$ cat src/rtl/smb_pkg.sv
package smb_pkg;

  typedef enum logic [1:0] {
    ST_IDLE   = 2'd0,
    ST_SETUP  = 2'd1,
    ST_STROBE = 2'd2,
    ST_TURN   = 2'd3
  } smb_state_e;

  // log2 of bytes per memory word for a width code (code 3 acts as 32 bits)
  function automatic logic [1:0] width_shift(input logic [1:0] code);
    case (code)
      2'd0:    return 2'd0;
      2'd1:    return 2'd1;
      default: return 2'd2;
    endcase
  endfunction

  // lanes carried by a memory word of the given width code
  function automatic logic [3:0] width_lanes(input logic [1:0] code);
    case (code)
      2'd0:    return 4'b0001;
      2'd1:    return 4'b0011;
      default: return 4'b1111;
    endcase
  endfunction

endpackage

$ cat src/rtl/smb_phase_len.sv
module smb_phase_len
  import smb_pkg::*;
#(
  parameter int SHORT_W = 4,
  parameter int LONG_W  = 5,
  parameter int LEN_W   = LONG_W + 1
) (
  input  smb_state_e         state,
  input  logic               is_write,
  input  logic               first_beat,
  input  logic [SHORT_W-1:0] t_cs_oe,
  input  logic [SHORT_W-1:0] t_cs_we,
  input  logic [SHORT_W-1:0] t_turn,
  input  logic [LONG_W-1:0]  t_rd_wait,
  input  logic [LONG_W-1:0]  t_pg_wait,
  input  logic [LONG_W-1:0]  t_wr_wait,
  output logic [LEN_W-1:0]   last_cnt
);

  // last_cnt is the phase length minus one
  always_comb begin
    case (state)
      ST_SETUP: begin
        if (is_write) last_cnt = LEN_W'(t_cs_we);
        else          last_cnt = LEN_W'(t_cs_oe) - LEN_W'(1);
      end
      ST_STROBE: begin
        if (is_write)        last_cnt = LEN_W'(t_wr_wait) + LEN_W'(1);
        else if (first_beat) last_cnt = LEN_W'(t_rd_wait);
        else                 last_cnt = LEN_W'(t_pg_wait);
      end
      ST_TURN:  last_cnt = LEN_W'(t_turn);
      default:  last_cnt = '0;
    endcase
  end

endmodule

$ cat src/rtl/smb_xwait.sv
module smb_xwait #(
  parameter int TMO_W = 10,
  parameter int CNT_W = TMO_W + 4
) (
  input  logic             clk,
  input  logic             rst_n,
  input  logic             stretch,
  input  logic [TMO_W-1:0] tmo_n,
  output logic             expire
);

  logic [CNT_W-1:0] xcnt_q, xcnt_d;
  logic [CNT_W-1:0] limit_m1;

  // 16*(n+1)-1 is n followed by four ones
  assign limit_m1 = {tmo_n, 4'hF};
  assign expire   = stretch && (xcnt_q == limit_m1);

  always_comb begin
    if (stretch && !expire) xcnt_d = xcnt_q + CNT_W'(1);
    else                    xcnt_d = '0;
  end

  always_ff @(posedge clk or negedge rst_n) begin
    if (!rst_n) xcnt_q <= '0;
    else        xcnt_q <= xcnt_d;
  end

  AST_XWAIT_BELOW_LIMIT: assert property (@(posedge clk) disable iff (!rst_n)
    xcnt_q <= limit_m1);

  AST_XWAIT_COUNT_ONLY_STRETCH: assert property (@(posedge clk) disable iff (!rst_n)
    (xcnt_q != '0) |-> $past(stretch));

endmodule

$ cat src/rtl/smb_pin_drive.sv
module smb_pin_drive #(
  parameter int LANES = 4
) (
  input  logic             cs_act,
  input  logic             oe_act,
  input  logic             we_act,
  input  logic             is_write,
  input  logic [LANES-1:0] lanes_act,
  input  logic             cfg_cs_high,
  input  logic             cfg_lane_low,
  output logic             mem_cs,
  output logic             mem_oe_n,
  output logic             mem_we_n,
  output logic [LANES-1:0] mem_lane
);

  logic lane_high_active;

  assign mem_cs           = cfg_cs_high ? cs_act : ~cs_act;
  assign mem_oe_n         = ~oe_act;
  assign mem_we_n         = ~we_act;
  assign lane_high_active = !cfg_lane_low && !is_write;

  for (genvar i = 0; i < LANES; i++) begin : g_lane
    always_comb begin
      if (!cs_act)               mem_lane[i] = cfg_lane_low;
      else if (lane_high_active) mem_lane[i] = lanes_act[i];
      else                       mem_lane[i] = ~lanes_act[i];
    end
  end

endmodule

$ cat src/rtl/smb_ctrl.sv
module smb_ctrl
  import smb_pkg::*;
#(
  parameter int AW      = 24,
  parameter int TMO_W   = 10,
  parameter int SHORT_W = 4,
  parameter int LONG_W  = 5
) (
  input  logic               clk,
  input  logic               rst_n,
  input  logic               req_valid,
  output logic               req_ready,
  input  logic               req_write,
  input  logic [AW-1:0]      req_addr,
  input  logic [31:0]        req_wdata,
  input  logic [3:0]         req_be,
  output logic               rsp_valid,
  output logic [31:0]        rsp_rdata,
  output logic               rsp_err,
  output logic               busy,
  input  logic [1:0]         cfg_width,
  input  logic               cfg_cs_high,
  input  logic               cfg_lane_low,
  input  logic               cfg_page_en,
  input  logic               cfg_xwait_en,
  input  logic [TMO_W-1:0]   cfg_xwait_tmo,
  input  logic [SHORT_W-1:0] t_cs_oe,
  input  logic [SHORT_W-1:0] t_cs_we,
  input  logic [LONG_W-1:0]  t_rd_wait,
  input  logic [LONG_W-1:0]  t_pg_wait,
  input  logic [LONG_W-1:0]  t_wr_wait,
  input  logic [SHORT_W-1:0] t_turn,
  output logic [AW-1:0]      mem_addr,
  output logic [31:0]        mem_dout,
  output logic               mem_dout_en,
  input  logic [31:0]        mem_din,
  input  logic               mem_wait,
  output logic               mem_cs,
  output logic               mem_oe_n,
  output logic               mem_we_n,
  output logic [3:0]         mem_lane
);

  localparam int DW     = 32;
  localparam int LANES  = DW / 8;
  localparam int LEN_W  = LONG_W + 1;
  localparam int BEATS  = 4;
  localparam int BEAT_W = $clog2(BEATS);

  smb_state_e        state_q, state_d;
  logic [LEN_W-1:0]  cnt_q, cnt_d;
  logic [BEAT_W-1:0] beat_q, beat_d;
  logic              wr_q, page_q;
  logic [1:0]        wsel_q;
  logic [AW-1:0]     base_q;
  logic [DW-1:0]     wdata_q;
  logic [LANES-1:0]  be_q;
  logic              rsp_valid_q;
  logic [DW-1:0]     rsp_rdata_q;
  logic              rsp_err_q;

  logic              accept;
  logic              page_acc;
  logic [2:0]        align_acc;
  logic [AW-1:0]     amask_acc;
  logic [LEN_W-1:0]  last_cnt;
  logic              at_final;
  logic              stall;
  logic              expire;
  logic              done_beat;
  logic              more_beats;
  logic              cs_act, oe_act, we_act;
  logic [LANES-1:0]  wlanes;
  logic [LANES-1:0]  lanes_act;
  logic [DW-1:0]     dmask;

  // ---------------- request acceptance ----------------
  assign req_ready = (state_q == ST_IDLE);
  assign busy      = (state_q != ST_IDLE);
  assign accept    = req_valid && req_ready;

  assign page_acc  = cfg_page_en && !req_write;
  assign align_acc = {1'b0, width_shift(cfg_width)} + (page_acc ? 3'd2 : 3'd0);
  assign amask_acc = ~((AW'(1) << align_acc) - AW'(1));

  always_ff @(posedge clk or negedge rst_n) begin
    if (!rst_n) begin
      wr_q    <= 1'b0;
      page_q  <= 1'b0;
      wsel_q  <= 2'd0;
      base_q  <= '0;
      wdata_q <= '0;
      be_q    <= '0;
    end else if (accept) begin
      wr_q    <= req_write;
      page_q  <= page_acc;
      wsel_q  <= cfg_width;
      base_q  <= req_addr & amask_acc;
      wdata_q <= req_wdata;
      be_q    <= req_be;
    end
  end

  // ---------------- phase length and wait timeout ----------------
  smb_phase_len #(
    .SHORT_W (SHORT_W),
    .LONG_W  (LONG_W),
    .LEN_W   (LEN_W)
  ) u_len (
    .state      (state_q),
    .is_write   (wr_q),
    .first_beat (beat_q == '0),
    .t_cs_oe    (t_cs_oe),
    .t_cs_we    (t_cs_we),
    .t_turn     (t_turn),
    .t_rd_wait  (t_rd_wait),
    .t_pg_wait  (t_pg_wait),
    .t_wr_wait  (t_wr_wait),
    .last_cnt   (last_cnt)
  );

  assign at_final   = (cnt_q == last_cnt);
  assign stall      = cfg_xwait_en && mem_wait && (state_q == ST_STROBE) && at_final;
  assign done_beat  = (state_q == ST_STROBE) && at_final && (!stall || expire);
  assign more_beats = page_q && !wr_q && (beat_q != BEAT_W'(BEATS - 1)) && !expire;

  smb_xwait #(
    .TMO_W (TMO_W)
  ) u_xwait (
    .clk     (clk),
    .rst_n   (rst_n),
    .stretch (stall),
    .tmo_n   (cfg_xwait_tmo),
    .expire  (expire)
  );

  // ---------------- sequencer ----------------
  always_comb begin
    state_d = state_q;
    cnt_d   = cnt_q;
    beat_d  = beat_q;
    case (state_q)
      ST_IDLE: begin
        if (accept) begin
          cnt_d  = '0;
          beat_d = '0;
          if (!req_write && (t_cs_oe == '0)) state_d = ST_STROBE;
          else                               state_d = ST_SETUP;
        end
      end
      ST_SETUP: begin
        if (at_final) begin
          state_d = ST_STROBE;
          cnt_d   = '0;
        end else begin
          cnt_d = cnt_q + LEN_W'(1);
        end
      end
      ST_STROBE: begin
        if (done_beat) begin
          cnt_d = '0;
          if (more_beats) beat_d = beat_q + BEAT_W'(1);
          else            state_d = ST_TURN;
        end else if (!at_final) begin
          cnt_d = cnt_q + LEN_W'(1);
        end
      end
      ST_TURN: begin
        if (at_final) begin
          state_d = ST_IDLE;
          cnt_d   = '0;
        end else begin
          cnt_d = cnt_q + LEN_W'(1);
        end
      end
      default: state_d = ST_IDLE;
    endcase
  end

  always_ff @(posedge clk or negedge rst_n) begin
    if (!rst_n) begin
      state_q <= ST_IDLE;
      cnt_q   <= '0;
      beat_q  <= '0;
    end else begin
      state_q <= state_d;
      cnt_q   <= cnt_d;
      beat_q  <= beat_d;
    end
  end

  // ---------------- data path ----------------
  assign wlanes    = width_lanes(wsel_q);
  assign lanes_act = wr_q ? (be_q & wlanes) : wlanes;

  always_comb begin
    for (int i = 0; i < LANES; i++) dmask[8*i +: 8] = {8{wlanes[i]}};
  end

  always_ff @(posedge clk or negedge rst_n) begin
    if (!rst_n) begin
      rsp_valid_q <= 1'b0;
      rsp_err_q   <= 1'b0;
      rsp_rdata_q <= '0;
    end else begin
      rsp_valid_q <= done_beat;
      rsp_err_q   <= done_beat && expire;
      if (done_beat) rsp_rdata_q <= wr_q ? '0 : (mem_din & dmask);
    end
  end

  assign rsp_valid = rsp_valid_q;
  assign rsp_err   = rsp_err_q;
  assign rsp_rdata = rsp_rdata_q;

  assign mem_addr    = base_q + (AW'(beat_q) << width_shift(wsel_q));
  assign mem_dout    = wdata_q;
  assign cs_act      = (state_q == ST_SETUP) || (state_q == ST_STROBE);
  assign oe_act      = !wr_q && (state_q == ST_STROBE);
  assign we_act      = wr_q && (state_q == ST_STROBE);
  assign mem_dout_en = wr_q && cs_act;

  smb_pin_drive #(
    .LANES (LANES)
  ) u_pins (
    .cs_act       (cs_act),
    .oe_act       (oe_act),
    .we_act       (we_act),
    .is_write     (wr_q),
    .lanes_act    (lanes_act),
    .cfg_cs_high  (cfg_cs_high),
    .cfg_lane_low (cfg_lane_low),
    .mem_cs       (mem_cs),
    .mem_oe_n     (mem_oe_n),
    .mem_we_n     (mem_we_n),
    .mem_lane     (mem_lane)
  );

  // ---------------- assertions ----------------
  AST_WE_NOT_WITH_CS_START: assert property (@(posedge clk) disable iff (!rst_n)
    $rose(cs_act) |-> mem_we_n);

  AST_RSP_AFTER_STROBE: assert property (@(posedge clk) disable iff (!rst_n)
    rsp_valid |-> $past(state_q == ST_STROBE));

  AST_BEAT_ONLY_PAGE: assert property (@(posedge clk) disable iff (!rst_n)
    (beat_q != '0) |-> (page_q && !wr_q));

  AST_TURN_AFTER_CS: assert property (@(posedge clk) disable iff (!rst_n)
    $fell(cs_act) |-> !req_ready);

  AST_ERR_WITH_RSP: assert property (@(posedge clk) disable iff (!rst_n)
    rsp_err |-> rsp_valid);

  AST_NO_STROBE_OVERLAP: assert property (@(posedge clk) disable iff (!rst_n)
    !(!mem_oe_n && !mem_we_n));

endmodule

$ cat config.mk
export PLATFORM = sky130hd
export DESIGN_NAME = smb_ctrl
export DESIGN_NICKNAME = d
export VERILOG_FILES = /design/src/rtl/smb_pkg.sv /design/src/rtl/smb_phase_len.sv /design/src/rtl/smb_xwait.sv /design/src/rtl/smb_pin_drive.sv /design/src/rtl/smb_ctrl.sv
export SDC_FILE = /design/constraint.sdc
export NUM_CORES = 1
export LEC_CHECK = 0
export BUFFER_PORTS_ARGS = -buffer_cell sky130_fd_sc_hd__buf_2
export CORE_MARGIN = 8
export CORE_UTILIZATION = 45
export DETAILED_ROUTE_END_ITERATION = 8
export GPL_TIMING_DRIVEN = 0
export PLACE_DENSITY = 0.89
export SLEW_MARGIN = 20
export SYNTH_ARGS = -nofsm -noshare
export SYNTH_HDL_FRONTEND = slang
export SYNTH_SLANG_ARGS = --single-unit
$ cat constraint.sdc
create_clock -name clk -period 3.45 [get_ports clk]
set_clock_uncertainty 0.05 [all_clocks]
set_input_delay 0.69 -clock clk [delete_from_list [all_inputs] [get_ports clk]]
set_output_delay 0.69 -clock clk [all_outputs]
set_load 0.05 [all_outputs]
# After elaboration in Yosys (flattened, before gate mapping)
# Cells that the tools add are included.
# totals
out_inout_bits	100
elab_cells	121
regBits	122
# op_classes
n_reduce_logical	36
n_shift	2
bitwise_logic	11
n_mux	36
eq_ne	15
add_sub_neg	8
# ops
cell	count
6-bit 2-to-1 mux	6
6-bit case mux with 3 select lines	2
32-bit AND	1
32-bit 2-to-1 mux	1
24-bit adder	1
24-bit AND	1
24-bit inverter	1
1-bit by 3-bit << shifter with 24-bit output, first input constant	1
2-bit by 2-bit << shifter with 24-bit output	1
24-bit by 2-bit subtractor with 24-bit output, second input constant	1
2-bit 2-to-1 mux	10
1-bit logical AND	18
14-bit by 1-bit adder with 14-bit output, second input constant	1
14-bit equality test	1
14-bit 2-to-1 mux	1
2-bit inequality test, second input constant	6
2-bit case mux with 2 select lines	3
1-bit 2-to-1 mux	9
2-bit logical NOT	4
2-bit case mux with 4 select lines	1
4-bit case mux with 2 select lines	1
1-bit inverter	7
5-bit by 1-bit adder with 6-bit output, second input constant	1
6-bit by 1-bit adder with 6-bit output, second input constant	1
19 further kinds	28

# Depth between registers and ports, before layout
# Gate-level depths: netlist of run 1.
# logic_depth
depth_word	12
depth_mapped	14

# By module
# From an unflattened synthesis of run 1, not the netlist that was laid out.
# hier_totals
cells_unflattened	655
hier_area_um2	6512.5
# by_module_without_submodules
mod	area_each_um2	n_inst	cells_per_inst
smb_ctrl	5238.8	1	500
smb_xwait	790.8	1	80
smb_phase_len	405.4	1	62
smb_pin_drive	77.6	1	13

# Worst setup path after synthesis of run 1
# Ideal clock, no wire load.
# synth_path
path_type	reg-to-output
start	register wsel_q[1]
end	output mem_addr[22]
t_required_ns	2.710
slack_ns	-0.711
path_buffers	1
arrival_ns	3.421
path_stages_with_launch	15
cell_sequence	dfrtp_1 > clkbuf_1 > nor3_1 > ha_1 > inv_1 > fa_1 > inv_1 > a21oi_1 > o21bai_1 > a21oi_1 > nor3_1 > and4_1 > and3_1 > nand4_1 > xnor2_1
# synth_via
elab_chain_cells	4
elab_cells_between_ends	5
cone_classes	add/sub (1); eq/ne (1); shift (1); mux (1); reduce/logical (1)
# synth_lines
element	line	source
start: declaration	smb_ctrl.sv:54	logic [1:0] wsel_q;
start signal: assignment	smb_ctrl.sv:97	wsel_q <= cfg_width;
2-bit by 1-bit equality test with 1-bit output / 2-bit logical NOT (equally long branches)	smb_pkg.sv:12	case (code)
2-bit case mux with 2 select lines (*)	smb_pkg.sv:12	
2-bit by 2-bit << shifter with 24-bit output (*)	smb_ctrl.sv:216	assign mem_addr = base_q + (AW'(beat_q) << width_shift(wsel_q));
24-bit adder (*)	smb_ctrl.sv:216	
end: declaration	smb_ctrl.sv:33	output logic [AW-1:0] mem_addr,
# Mark *: on every way between the ends. The rest lies on a longest branch, timed or not.

# Worst setup path in the final report of run 1
# layout_path
start	register wsel_q[0]
end	output mem_addr[22]
# The elaborated chain is that of the path after synthesis.

==> results.py, run 1 <==
metrics = {
    "outcome": {
        "status": "complete, but fails checks",
        "violations": "negative setup slack",
    },
    "grt": {
        "grt_use_total_pct": 20.68,
        "grt_pass1_vias": 5993,
        "antenna_found_initial": 0,
        "grt_max_degree": 80,
        "grt.overflow.total": 0,
        "grt_pass1_wl_mm": 30.00,
    },
    "pwr": {
        "comb_power_share_pct": 55.1,
        "p_int_w": 0.004880,
        "power.share.clock_pct": 19.6,
        "power.net_switching_w": 0.004710,
        "power.leakage_nw": 4.403,
        "switching_share_pct": 49.11,
        "p_seq_share_pct": 25.4,
        "powerDensity_mw_per_mm2": 1065,
        "vdd_drop_max_uv": 835.7,
    },
    "clock_tree": {
        "cts_buffer_depth": 2,
        "clock_latency_ns": 0.41,
        "path_clk_slew_ns": 0.05,
        "tritoncts": "done",
        "numCtsBuffers": 17,
        "h-tree-depth": 4,
        "postCtsHoldBufs": 0,
        "cts.sinks": 122,
        "root_buffer": "clkbuf_16",
    },
    "routing": {
        "dr.pass1.iters": 4,
        "drt_iter0_drc": 299,
        "num_vias": 5694,
        "totalWireLength_mm": 18.99,
        "drc_errors": 0,
        "wl_per_cell_um": 17.44,
        "ant_nets": 0,
        "avgViaCountPerCell": 5.229,
    },
    "synth": {
        "synthDistinctLibCells": 56,
        "async_flop_share_pct": 100.0,
        "synth.net_count": 776,
        "synth_ff_type": "dfrtp_1",
        "synth_compound_area_share_pct": 11.33,
        "synth_area_leaders": "dfrtp_1 (48%), mux2_2 (8.8%), xnor2_1 (4.9%), ha_1 (3.7%), nand3_1 (3.2%)",
        "synth_top_family_by_area": "simple AND/OR/NAND/NOR gates",
        "synth-xor-area-share_pct": 7.511,
        "yosys.area.top_type": "dfrtp_1",
        "syn_avg_cell_area_sq_um": 10.41,
        "synth_cells": 616,
        "yosysSeqAreaShare_pct": 47.60,
        "synthesis.area_sq_mm": 0.006414,
        "synthAdderAreaFrac_pct": 4.019,
        "yosys_warnings": 0,
        "yosysTopAreaCellShare_pct": 47.60,
        "synthMuxAreaShare_pct": 10.38,
        "synthSimpleGateAreaFrac_pct": 14.40,
        "synth_edf_count": 0,
        "synth_seq_cells": 122,
    },
    "timing": {
        "hold_viol_final": 0,
        "finalSetupViolCount": 19,
        "max_freq_mhz": 249.2,
        "fin_crit_ns": 4.013,
        "finalWorstSetupSlack_ns": -0.5632,
        "relSlewSlack_pct": 43.96,
        "rsz0062_at_grt": "true",
        "tightest_slew_ns": 0.8406,
        "finalCritPeriodShare_pct": 116.3,
        "fin_setup_tns_ns": -5.224,
        "slew_violations": 0,
    },
    "worst_setup_path": {
        "path_depth": 14,
        "worstSetupPathType": "flip-flop to output pin",
        "critPathLaunchType": "flip-flop",
        "regToRegStartpoint": "beat_q[0]$_DFFE_PN0P_",
        "cp.required_ns": 2.71,
        "end_kind": "output pin",
        "arrival_ns": 3.27,
        "crit_slowest_cell": "dfrtp_2",
        "crit_chain": "nor3_4 -> ha_2 -> inv_2 -> fa_2 -> inv_2 -> a21oi_2 -> o21bai_2 -> a21oi_2 -> nor3_2 -> and4_4 -> and3_4 -> nand4_1 -> xnor2_4 -> buf_8",
        "critPathCapture": "mem_addr[22]",
        "reg2reg_slack_ns": 0.27,
        "max_stage_delay_ns": 0.44,
        "path_buf_inv": 3,
        "path_max_fanout": 4,
        "cp_top_family": "simple AND/OR/NAND/NOR gates",
        "r2r_cells": 12,
        "crit_path_start": "wsel_q[0]$_DFFE_PN0P_",
        "worstReg2RegEnd": "state_q[1]$_DFFE_PN0P_",
    },
    "floorplan": {
        "die_area_sq_mm": 0.01833,
        "fp.dieW_um": 135.4,
        "num_rows": 43,
        "die_h_um": 135.4,
        "ios": 240,
        "start_util_pct": 46.21,
        "coreArea_sq_mm": 0.01388,
    },
    "layout": {
        "antenna_cells_inserted": 0,
        "area.growth.synth_to_final_pct": 40.36,
        "drive_gt1_share_pct": 43.78,
        "final_common_cell": "buf_2",
        "utilization_pct": 64.85,
        "nets": 1056,
        "layout_common_cells": "buf_2 (223), dfrtp_1 (120), mux2_2 (50)",
    },
    "place": {
        "hpwl_mm": 14.36,
        "gp_routability_congestion": 0.8562,
        "pre_cts_slack_ns": -0.6254,
        "io_buffers": 239,
    },
    "hold_path": {
        "worstHoldPathType": "input pin to async pin",
    },
    "run": {
        "maxCapViolCount": 0,
    },
}
-- sequential cells by signal, summed over array words and instances, names as in the netlist --
register / cells
base_q: 24
be_q: 4
beat_q: 2
cnt_q: 6
mem_dout: 32
page_q: 1
rsp_err: 1
rsp_rdata: 32
rsp_valid: 1
state_q: 2
u_xwait.xcnt_q: 14
wr_q: 1
wsel_q: 2
-- power by group through the flow --
stage	logic (W)	clock network [W]	registers, W
6_report	0.00528	0.00188	0.00243
5_1_grt	0.00560	0.00199	0.00250
4_1_cts	0.00519	0.00190	0.00241
3_5_place_dp	0.00500	0	0.00243
3_3_place_gp	0.00490	0	0.00238
2_1_floorplan	0.00261	0	0.00356
-- Yosys cell counts (3+ instances only) --
cell,instances
dfrtp_1,122
mux2_2,50
inv_1,43
nand3_1,41
xnor2_1,36
nand2_1,34
nor2_1,28
o21ai_1,28
clkbuf_1,19
ha_1,19
xor2_1,19
o21ai_0,15
and3_1,14
nand2b_1,13
nor2b_1,13
a21oi_1,10
a22o_1,10
a31o_1,9
mux2i_1,8
nand4_1,8
nor3_1,8
o211ai_1,6
buf_4,5
o2bb2ai_1,5
buf_2,4
nor3b_1,4
a31oi_1,3
inv_2,3
-- cell type report --
class                           count  area, sq um
Tap cell                          180        225.2
Timing Repair Buffer              262         1495
Inverter                           46        172.7
Sequential cell                   122         3055
Fill cell                        1100         4878
Multi-Input combinational cell    420         3292
Clock inverter                     10        138.9
Buffer                             27        128.9
Clock buffer                       22        494.2
-- per-layer routing --
metal / vias to the layer above / track usage [%] / wire (um)
li1: 2708 / - / -
met1: 2716 / 22.49 / 7316
met2: 233 / 35.05 / 9287
met3: 37 / 9.162 / 1934
met4: 0 / 7.403 / 453
met5: - / 0 / 0
-- logic make-up (layout without fill, tap and decap cells) --
| family | after synthesis | in the layout |
|---|---|---|
| AOI/OAI and AO/OA | 108 | 108 |
| xor gates and xnor gates | 55 | 55 |
| adders and majority gates | 20 | 20 |
| buffers and inverters | 74 | 367 |
| DFF | 122 | 122 |
| muxes | 60 | 60 |
| other | 1 | 1 |
| and+or+nand+nor | 176 | 176 |
-- what timing repair did --
item                                    4_1_cts  5_1_grt
gates resized for setup                      46       16
pin swaps                                    14       16
endpoints found under the setup margin       23       59
buffers inserted                             14        8
-- how the worst min path moves through the flow --
stage | endpoint | slack [ns] | depth (start not counted)
3_5_place_dp | u_xwait.xcnt_q[0]$_DFF_PN0_ | 0.41 | 1
6_report | rsp_rdata[4]$_DFFE_PN0P_ | 0.14 | 1
3_3_place_gp | u_xwait.xcnt_q[0]$_DFF_PN0_ | 0.40 | 1
4_1_cts | rsp_rdata[4]$_DFFE_PN0P_ | 0.15 | 1
5_1_grt | rsp_rdata[7]$_DFFE_PN0P_ | 0.16 | 1
2_1_floorplan | base_q[0]$_DFFE_PN0P_ | 0.34 | 0
-- through the flow --
step | area, sq um | cells | hold slack, ns | power [W]
after CTS | 8876 | 1082 | 0.1508 | 0.009498
final | 9002 | 1089 | 0.1430 | 0.009590
after floorplan | 6540 | 616 | 0.3444 | 0.006163
after global routing | 9002 | 1089 | 0.1593 | 0.01009
after detailed placement | 7995 | 1036 | 0.4074 | 0.007421
after global placement | 7961 | 1035 | 0.4014 | 0.007288
Power figures use the tool's default switching activity.
==> run 2: changes to the inputs <==
==> constraint.sdc (replaced) <==
create_clock -name clk -period 3.65 [get_ports clk]
set_clock_uncertainty 0.05 [all_clocks]
set_input_delay 0.73 -clock clk [delete_from_list [all_inputs] [get_ports clk]]
set_output_delay 0.73 -clock clk [all_outputs]
set_load 0.05 [all_outputs]
==> run 2 against run 1 <==
Net effect:
- the flow still finishes with violations (negative setup slack)
- cell area shrank 2.3%
- global-route usage shrank 0.072 points
- clock power shrank 18%
- die area is the same
- non-clock buffer count shrank 10
- utilization shrank 1.5 points
- hold slack gained 0.037 ns
- final cell count shrank 0.92%
- register-to-register slack lost 0.02 ns
- clock-buffer cell count shrank 5
- sequential power shrank 6%
- critical path type unchanged
==> results.py, run 2 (synthesis gave the netlist of run 1 again) <==
metrics = {
    "pwr": {
        "vdd_drop_max_uv": 701.9,
        "powerDensity_mw_per_mm2": 990.1,
        "power.leakage_nw": 4.290,
    },
    "clock_tree": {
        "clock_latency_ns": 0.41,
        "cts_buffer_depth": 2,
        "postCtsHoldBufs": 0,
        "h-tree-depth": 4,
        "path_clk_slew_ns": 0.05,
        "cts.sinks": 122,
        "root_buffer": "clkbuf_16",
        "numCtsBuffers": 17,
        "tritoncts": "done",
    },
    "worst_setup_path": {
        "critPathLaunchType": "flip-flop",
        "cp.required_ns": 2.87,
        "r2r_cells": 12,
        "worstSetupPathType": "flip-flop to output pin",
        "arrival_ns": 3.23,
        "path_max_fanout": 4,
        "end_kind": "output pin",
    },
    "floorplan": {
        "coreArea_sq_mm": 0.01388,
        "num_rows": 43,
        "start_util_pct": 46.21,
        "ios": 240,
        "fp.dieW_um": 135.4,
        "die_h_um": 135.4,
        "die_area_sq_mm": 0.01833,
    },
    "timing": {
        "max_freq_mhz": 249.3,
        "fin_crit_ns": 4.011,
        "fin_setup_tns_ns": -1.940,
        "finalCritPeriodShare_pct": 109.9,
        "slew_violations": 0,
        "rsz0062_at_grt": "true",
        "relSlewSlack_pct": 43.42,
        "finalSetupViolCount": 8,
        "finalWorstSetupSlack_ns": -0.3609,
        "hold_viol_final": 0,
        "tightest_slew_ns": 0.8487,
    },
    "hold_path": {
        "worstHoldPathType": "input pin to async pin",
    },
    "grt": {
        "grt.overflow.total": 0,
        "grt_max_degree": 80,
        "grt_use_total_pct": 20.61,
        "antenna_found_initial": 0,
        "grt_pass1_vias": 6144,
        "grt_pass1_wl_mm": 30.06,
    },
    "routing": {
        "drc_errors": 0,
        "totalWireLength_mm": 18.88,
        "wl_per_cell_um": 17.50,
        "dr.pass1.iters": 5,
        "avgViaCountPerCell": 5.288,
        "ant_nets": 0,
        "drt_iter0_drc": 294,
        "num_vias": 5706,
    },
    "layout": {
        "final_cells": 1079,
        "fill_cells": 1122,
        "antenna_cells_inserted": 0,
        "area.growth.synth_to_final_pct": 37.18,
        "layout_common_cells": "buf_2 (223), dfrtp_1 (120), mux2_2 (50)",
        "nets": 1046,
        "drive_gt1_share_pct": 43.05,
        "final_common_cell": "buf_2",
    },
    "outcome": {
        "violations": "negative setup slack",
        "status": "complete, but fails checks",
    },
    "run": {
        "maxCapViolCount": 0,
    },
    "place": {
        "gp_routability_congestion": 0.8804,
        "pre_cts_slack_ns": -0.4683,
        "io_buffers": 239,
        "hpwl_mm": 14.37,
        "dp_cells": 1036,
    },
}
run 2: cell types whose count changed in the layout (fill, tap and decap cells not counted), sizes merged:
cell and delta:
buf -13, clkinv +3, clkinvlp +3, bufinv -2, clkbuf -2, inv +1
run 2: timing repair:
item,CTS,global route
gates cloned,0,0
buffers inserted,20,4
pin swaps,9,14
setup endpoints to repair,19,31
resized for setup,42,25
run 2: path summary, 6_finish.rpt:
check	from	endpoint	slack, ns
max reg2reg	beat_q[0]$_DFFE_PN0P_	state_q[1]$_DFFE_PN0P_	0.25
max	beat_q[0]$_DFFE_PN0P_	mem_addr[20]	-0.36
min	rst_n	rsp_rdata[26]$_DFFE_PN0P_	0.18
max in group asynchronous	rst_n	wsel_q[1]$_DFFE_PN0P_	2.62
min reg2reg	u_xwait.xcnt_q[0]$_DFF_PN0_	u_xwait.xcnt_q[0]$_DFF_PN0_	0.41
min in group clk	u_xwait.xcnt_q[0]$_DFF_PN0_	u_xwait.xcnt_q[0]$_DFF_PN0_	0.41
run 2: cell type report:
class | instances | area [sq um] | share of cell area, %
Buffer | 27 | 125.1 | 1.422
Inverter | 46 | 172.7 | 1.962
Timing Repair Buffer | 252 | 1405 | 15.97
Multi-Input combinational cell | 420 | 3261 | 37.06
Sequential cell | 122 | 3055 | 34.73
Clock inverter | 15 | 128.9 | 1.465
Clock buffer | 17 | 425.4 | 4.835
Tap cell | 180 | 225.2 | 2.560
run 2: metal layers:
metal | wire length [um] | part of all wire (%) | global-route usage, %
met3 | 1684 | 8.9 | 7.010
met2 | 9141 | 48 | 34.94
met1 | 7483 | 40 | 22.89
met5 | 0 | 0 | 0
met4 | 573 | 3.0 | 9.624
run 2: through the flow:
stage	hold WS (ns)	instance area (sq um)	power (W)	utilization, %
after floorplan	0.3751	6510	0.005806	-
after global placement	0.4032	7931	0.006862	57.14
after detailed placement	0.4142	7965	0.006993	57.38
after CTS	0.1874	8735	0.008689	62.93
after global routing	0.2060	8798	0.009162	63.39
final	0.1798	8798	0.008712	63.39
run 2: critical path: stages, from the launching register on:
cell and delay (ns):
dfrtp_2 0.38, inv_2 0.05, nor3_2 0.17, ha_2 0.20, inv_2 0.04, fa_2 0.36, inv_2 0.06, a21oi_2 0.04
o21bai_2 0.16, a21oi_2 0.10, nor3_2 0.21, and4_4 0.26, and3_4 0.18, buf_4 0.10, buf_6 0.09, nand2_4 0.06
xnor2_4 0.17, buf_6 0.18
run 2: power by group:
part | switching, W | total, W | leakage, nW | internal (W)
clock | 0.000618 | 0.00155 | 0.253 | 0.000931
sequential | 0.000415 | 0.00229 | 1.55 | 0.00188
combinational | 0.00338 | 0.00487 | 2.49 | 0.00149
total | 0.00441 | 0.00871 | 4.29 | 0.00430
==> run 3: changes to the inputs <==
--- a/config.mk
+++ b/config.mk
@@ -7,10 +7,10 @@
 export LEC_CHECK = 0
 export BUFFER_PORTS_ARGS = -buffer_cell sky130_fd_sc_hd__buf_2
 export CORE_MARGIN = 8
-export CORE_UTILIZATION = 45
+export CORE_UTILIZATION = 30
 export DETAILED_ROUTE_END_ITERATION = 8
 export GPL_TIMING_DRIVEN = 0
-export PLACE_DENSITY = 0.89
+export PLACE_DENSITY = 0.65
 export SLEW_MARGIN = 20
 export SYNTH_ARGS = -nofsm -noshare
 export SYNTH_HDL_FRONTEND = slang
==> constraint.sdc (replaced) <==
create_clock -name clk -period 5.2 [get_ports clk]
set_clock_uncertainty 0.05 [all_clocks]
set_input_delay 1.04 -clock clk [delete_from_list [all_inputs] [get_ports clk]]
set_output_delay 1.04 -clock clk [all_outputs]
set_load 0.05 [all_outputs]
==> run 3 against run 2 <==
Net effect:
- final cell count grew 7.7%
- cell area shrank 2.3%
- register-to-register slack gained 1.5 ns
- clock-buffer cell count grew 4
- total power shrank 31%
- critical path type unchanged
- sequential power shrank 31%
- hold slack gained 0.22 ns
- global-route usage shrank 6.1 points
- die area grew 44%
- non-clock buffer count shrank 11
- the run now ends clean
==> results.py, run 3 (synthesis gave the netlist of run 1 again) <==
metrics = {
    "worst_setup_path": {
        "cp_top_family": "simple AND/OR/NAND/NOR gates",
        "cp.required_ns": 4.11,
        "path_depth": 15,
        "max_stage_delay_ns": 0.39,
        "worstSetupPathType": "flip-flop to output pin",
        "worstReg2RegEnd": "rsp_rdata[14]$_DFFE_PN0P_",
        "path_max_fanout": 10,
        "reg2reg_slack_ns": 1.74,
        "crit_path_start": "wsel_q[1]$_DFFE_PN0P_",
        "critPathCapture": "mem_addr[22]",
        "crit_slowest_cell": "fa_1",
        "end_kind": "output pin",
        "crit_chain": "clkbuf_1 -> nor3_1 -> ha_1 -> inv_1 -> fa_1 -> inv_1 -> a21oi_1 -> o21bai_1 -> a21oi_1 -> nor3_2 -> and4_1 -> and3_1 -> nand4_1 -> xnor2_1 -> buf_2",
        "critPathLaunchType": "flip-flop",
        "path_buf_inv": 4,
        "regToRegStartpoint": "beat_q[0]$_DFFE_PN0P_",
        "r2r_cells": 12,
        "arrival_ns": 3.67,
    },
    "place": {
        "gp_routability_congestion": 0.8400,
        "dp_cells": 1131,
        "pre_cts_slack_ns": 0.7077,
        "io_buffers": 239,
        "hpwl_mm": 14.80,
    },
    "clock_tree": {
        "cts_buffer_depth": 2,
        "tritoncts": "done",
        "numCtsBuffers": 17,
        "path_clk_slew_ns": 0.05,
        "cts.sinks": 122,
        "root_buffer": "clkbuf_16",
        "h-tree-depth": 4,
        "clock_latency_ns": 0.40,
    },
    "layout": {
        "drive_gt1_share_pct": 37.92,
        "layout_common_cells": "buf_2 (242), dfrtp_1 (122), mux2_2 (50)",
        "fill_cells": 2128,
        "final_common_cell": "buf_2",
        "nets": 1035,
        "final_cells": 1162,
        "area.growth.synth_to_final_pct": 34.04,
    },
    "grt": {
        "grt_pass1_wl_mm": 30.40,
        "grt_max_degree": 93,
        "antenna_found_initial": 7,
        "grt.overflow.total": 0,
        "grt_pass1_vias": 5944,
        "grt_use_total_pct": 14.49,
    },
    "hold_path": {
        "worstHoldPathType": "flip-flop to flip-flop",
    },
    "run": {
        "maxCapViolCount": 0,
    },
    "floorplan": {
        "coreArea_sq_mm": 0.02102,
        "fp.dieW_um": 162.2,
        "num_rows": 53,
        "ios": 240,
        "die_h_um": 162.2,
        "start_util_pct": 30.51,
        "die_area_sq_mm": 0.02631,
    },
    "routing": {
        "met2WireLength_mm": 8.917,
        "highest_layer": "met5",
        "num_vias": 5448,
        "avgViaCountPerCell": 4.688,
        "drt_iter0_drc": 275,
        "wl_met3_mm": 1.775,
        "totalWireLength_mm": 18.93,
        "drc_errors": 0,
        "wl_per_cell_um": 16.29,
        "ant_nets": 0,
        "dr.pass1.iters": 6,
        "wl_met1_mm": 7.911,
    },
    "pwr": {
        "vdd_drop_max_uv": 542.5,
        "total_power_w": 0.006045,
        "powerDensity_mw_per_mm2": 703.2,
        "power.leakage_nw": 4.163,
    },
    "timing": {
        "fin_setup_tns_ns": 0,
        "relSlewSlack_pct": 42.21,
        "tightest_slew_ns": 0.8669,
        "timing.hold.ws_ns": 0.4040,
        "rsz0062_at_grt": "false",
        "finalSetupViolCount": 0,
        "slew_violations": 0,
        "finalWorstSetupSlack_ns": 0.4387,
        "hold_viol_final": 0,
        "finalCritPeriodShare_pct": 91.56,
        "fin_crit_ns": 4.761,
        "max_freq_mhz": 210.0,
    },
    "outcome": {
        "status": "finished, final reports clean",
    },
}
-- run 3: cell types whose count changed in the layout (fill, tap and decap cells not counted), moves of 4 or more --
cell and delta:
buf_2 +19, buf_4 -18, buf_6 -11, clkbuf_1 +4, clkinvlp_4 -6, xnor2_1 +6
xnor2_2 -4
-- run 3: worst min-delay path by stage --
| stage | cells past startpoint | slack [ns] | from | endpoint |
|---|---|---|---|---|
| detailed placement | 1 | 0.40 | u_xwait.xcnt_q[0]$_DFF_PN0_ | u_xwait.xcnt_q[0]$_DFF_PN0_ |
| finish | 1 | 0.40 | u_xwait.xcnt_q[0]$_DFF_PN0_ | u_xwait.xcnt_q[0]$_DFF_PN0_ |
| floorplan | 1 | 0.38 | u_xwait.xcnt_q[0]$_DFF_PN0_ | u_xwait.xcnt_q[0]$_DFF_PN0_ |
| global route | 1 | 0.44 | rst_n | u_xwait.xcnt_q[9]$_DFF_PN0_ |
| CTS | 1 | 0.41 | u_xwait.xcnt_q[0]$_DFF_PN0_ | u_xwait.xcnt_q[0]$_DFF_PN0_ |
| global placement | 1 | 0.40 | u_xwait.xcnt_q[0]$_DFF_PN0_ | u_xwait.xcnt_q[0]$_DFF_PN0_ |
-- run 3: through the flow --
step           area [sq um]  utilization (%)
2_1_floorplan          6414                -
3_3_place_gp           7954            37.84
3_5_place_dp           7991            38.02
4_1_cts                8589            40.86
5_1_grt                8597            40.90
6_report               8597            40.90
-- run 3: metal layers --
metal | global-route usage [%] | vias up
met2 | 24.72 | 180
li1 | - | 2675
met4 | 4.419 | 12
met5 | 0 | -
met1 | 16.04 | 2552
met3 | 6.252 | 29
-- run 3: worst register-to-register path, delay by kind of cell, from the launching register on --
kind	cells	cell delay, ns
DFF	1	0.45
buffers and inverters	3	0.58
and+or+nand+nor	2	0.53
muxes	1	0.38
AOI/OAI and AO/OA	5	1.08
adders and majority gates	1	0.32
-- run 3: area by class of cell --
cell class	count	area [sq um]	area share (%)
plain buffers	28	128.9	1.499
repair buffers	240	1234	14.35
inverters	46	172.7	2.008
multi-input cells	420	3064	35.64
flip-flops and latches	122	3053	35.51
clock inverters	9	147.6	1.717
diodes	1	2.502	0.02911
well taps	275	344.1	4.002
clock buffers	21	450.4	5.239
-- run 3: power breakdown --
group / switching, W / internal [W]
sequential: 0.000254 / 0.00132
clock: 0.000417 / 0.000806
combinational: 0.00232 / 0.000929
total: 0.00299 / 0.00305
-- run 3: what timing repair did --
item / CTS / global route
buffers inserted: 0 / 0
hold buffers: 0 / 0
endpoints found under the setup margin: 0 / 2
resized for setup: 0 / 1
hold endpoints to repair: 0 / 0
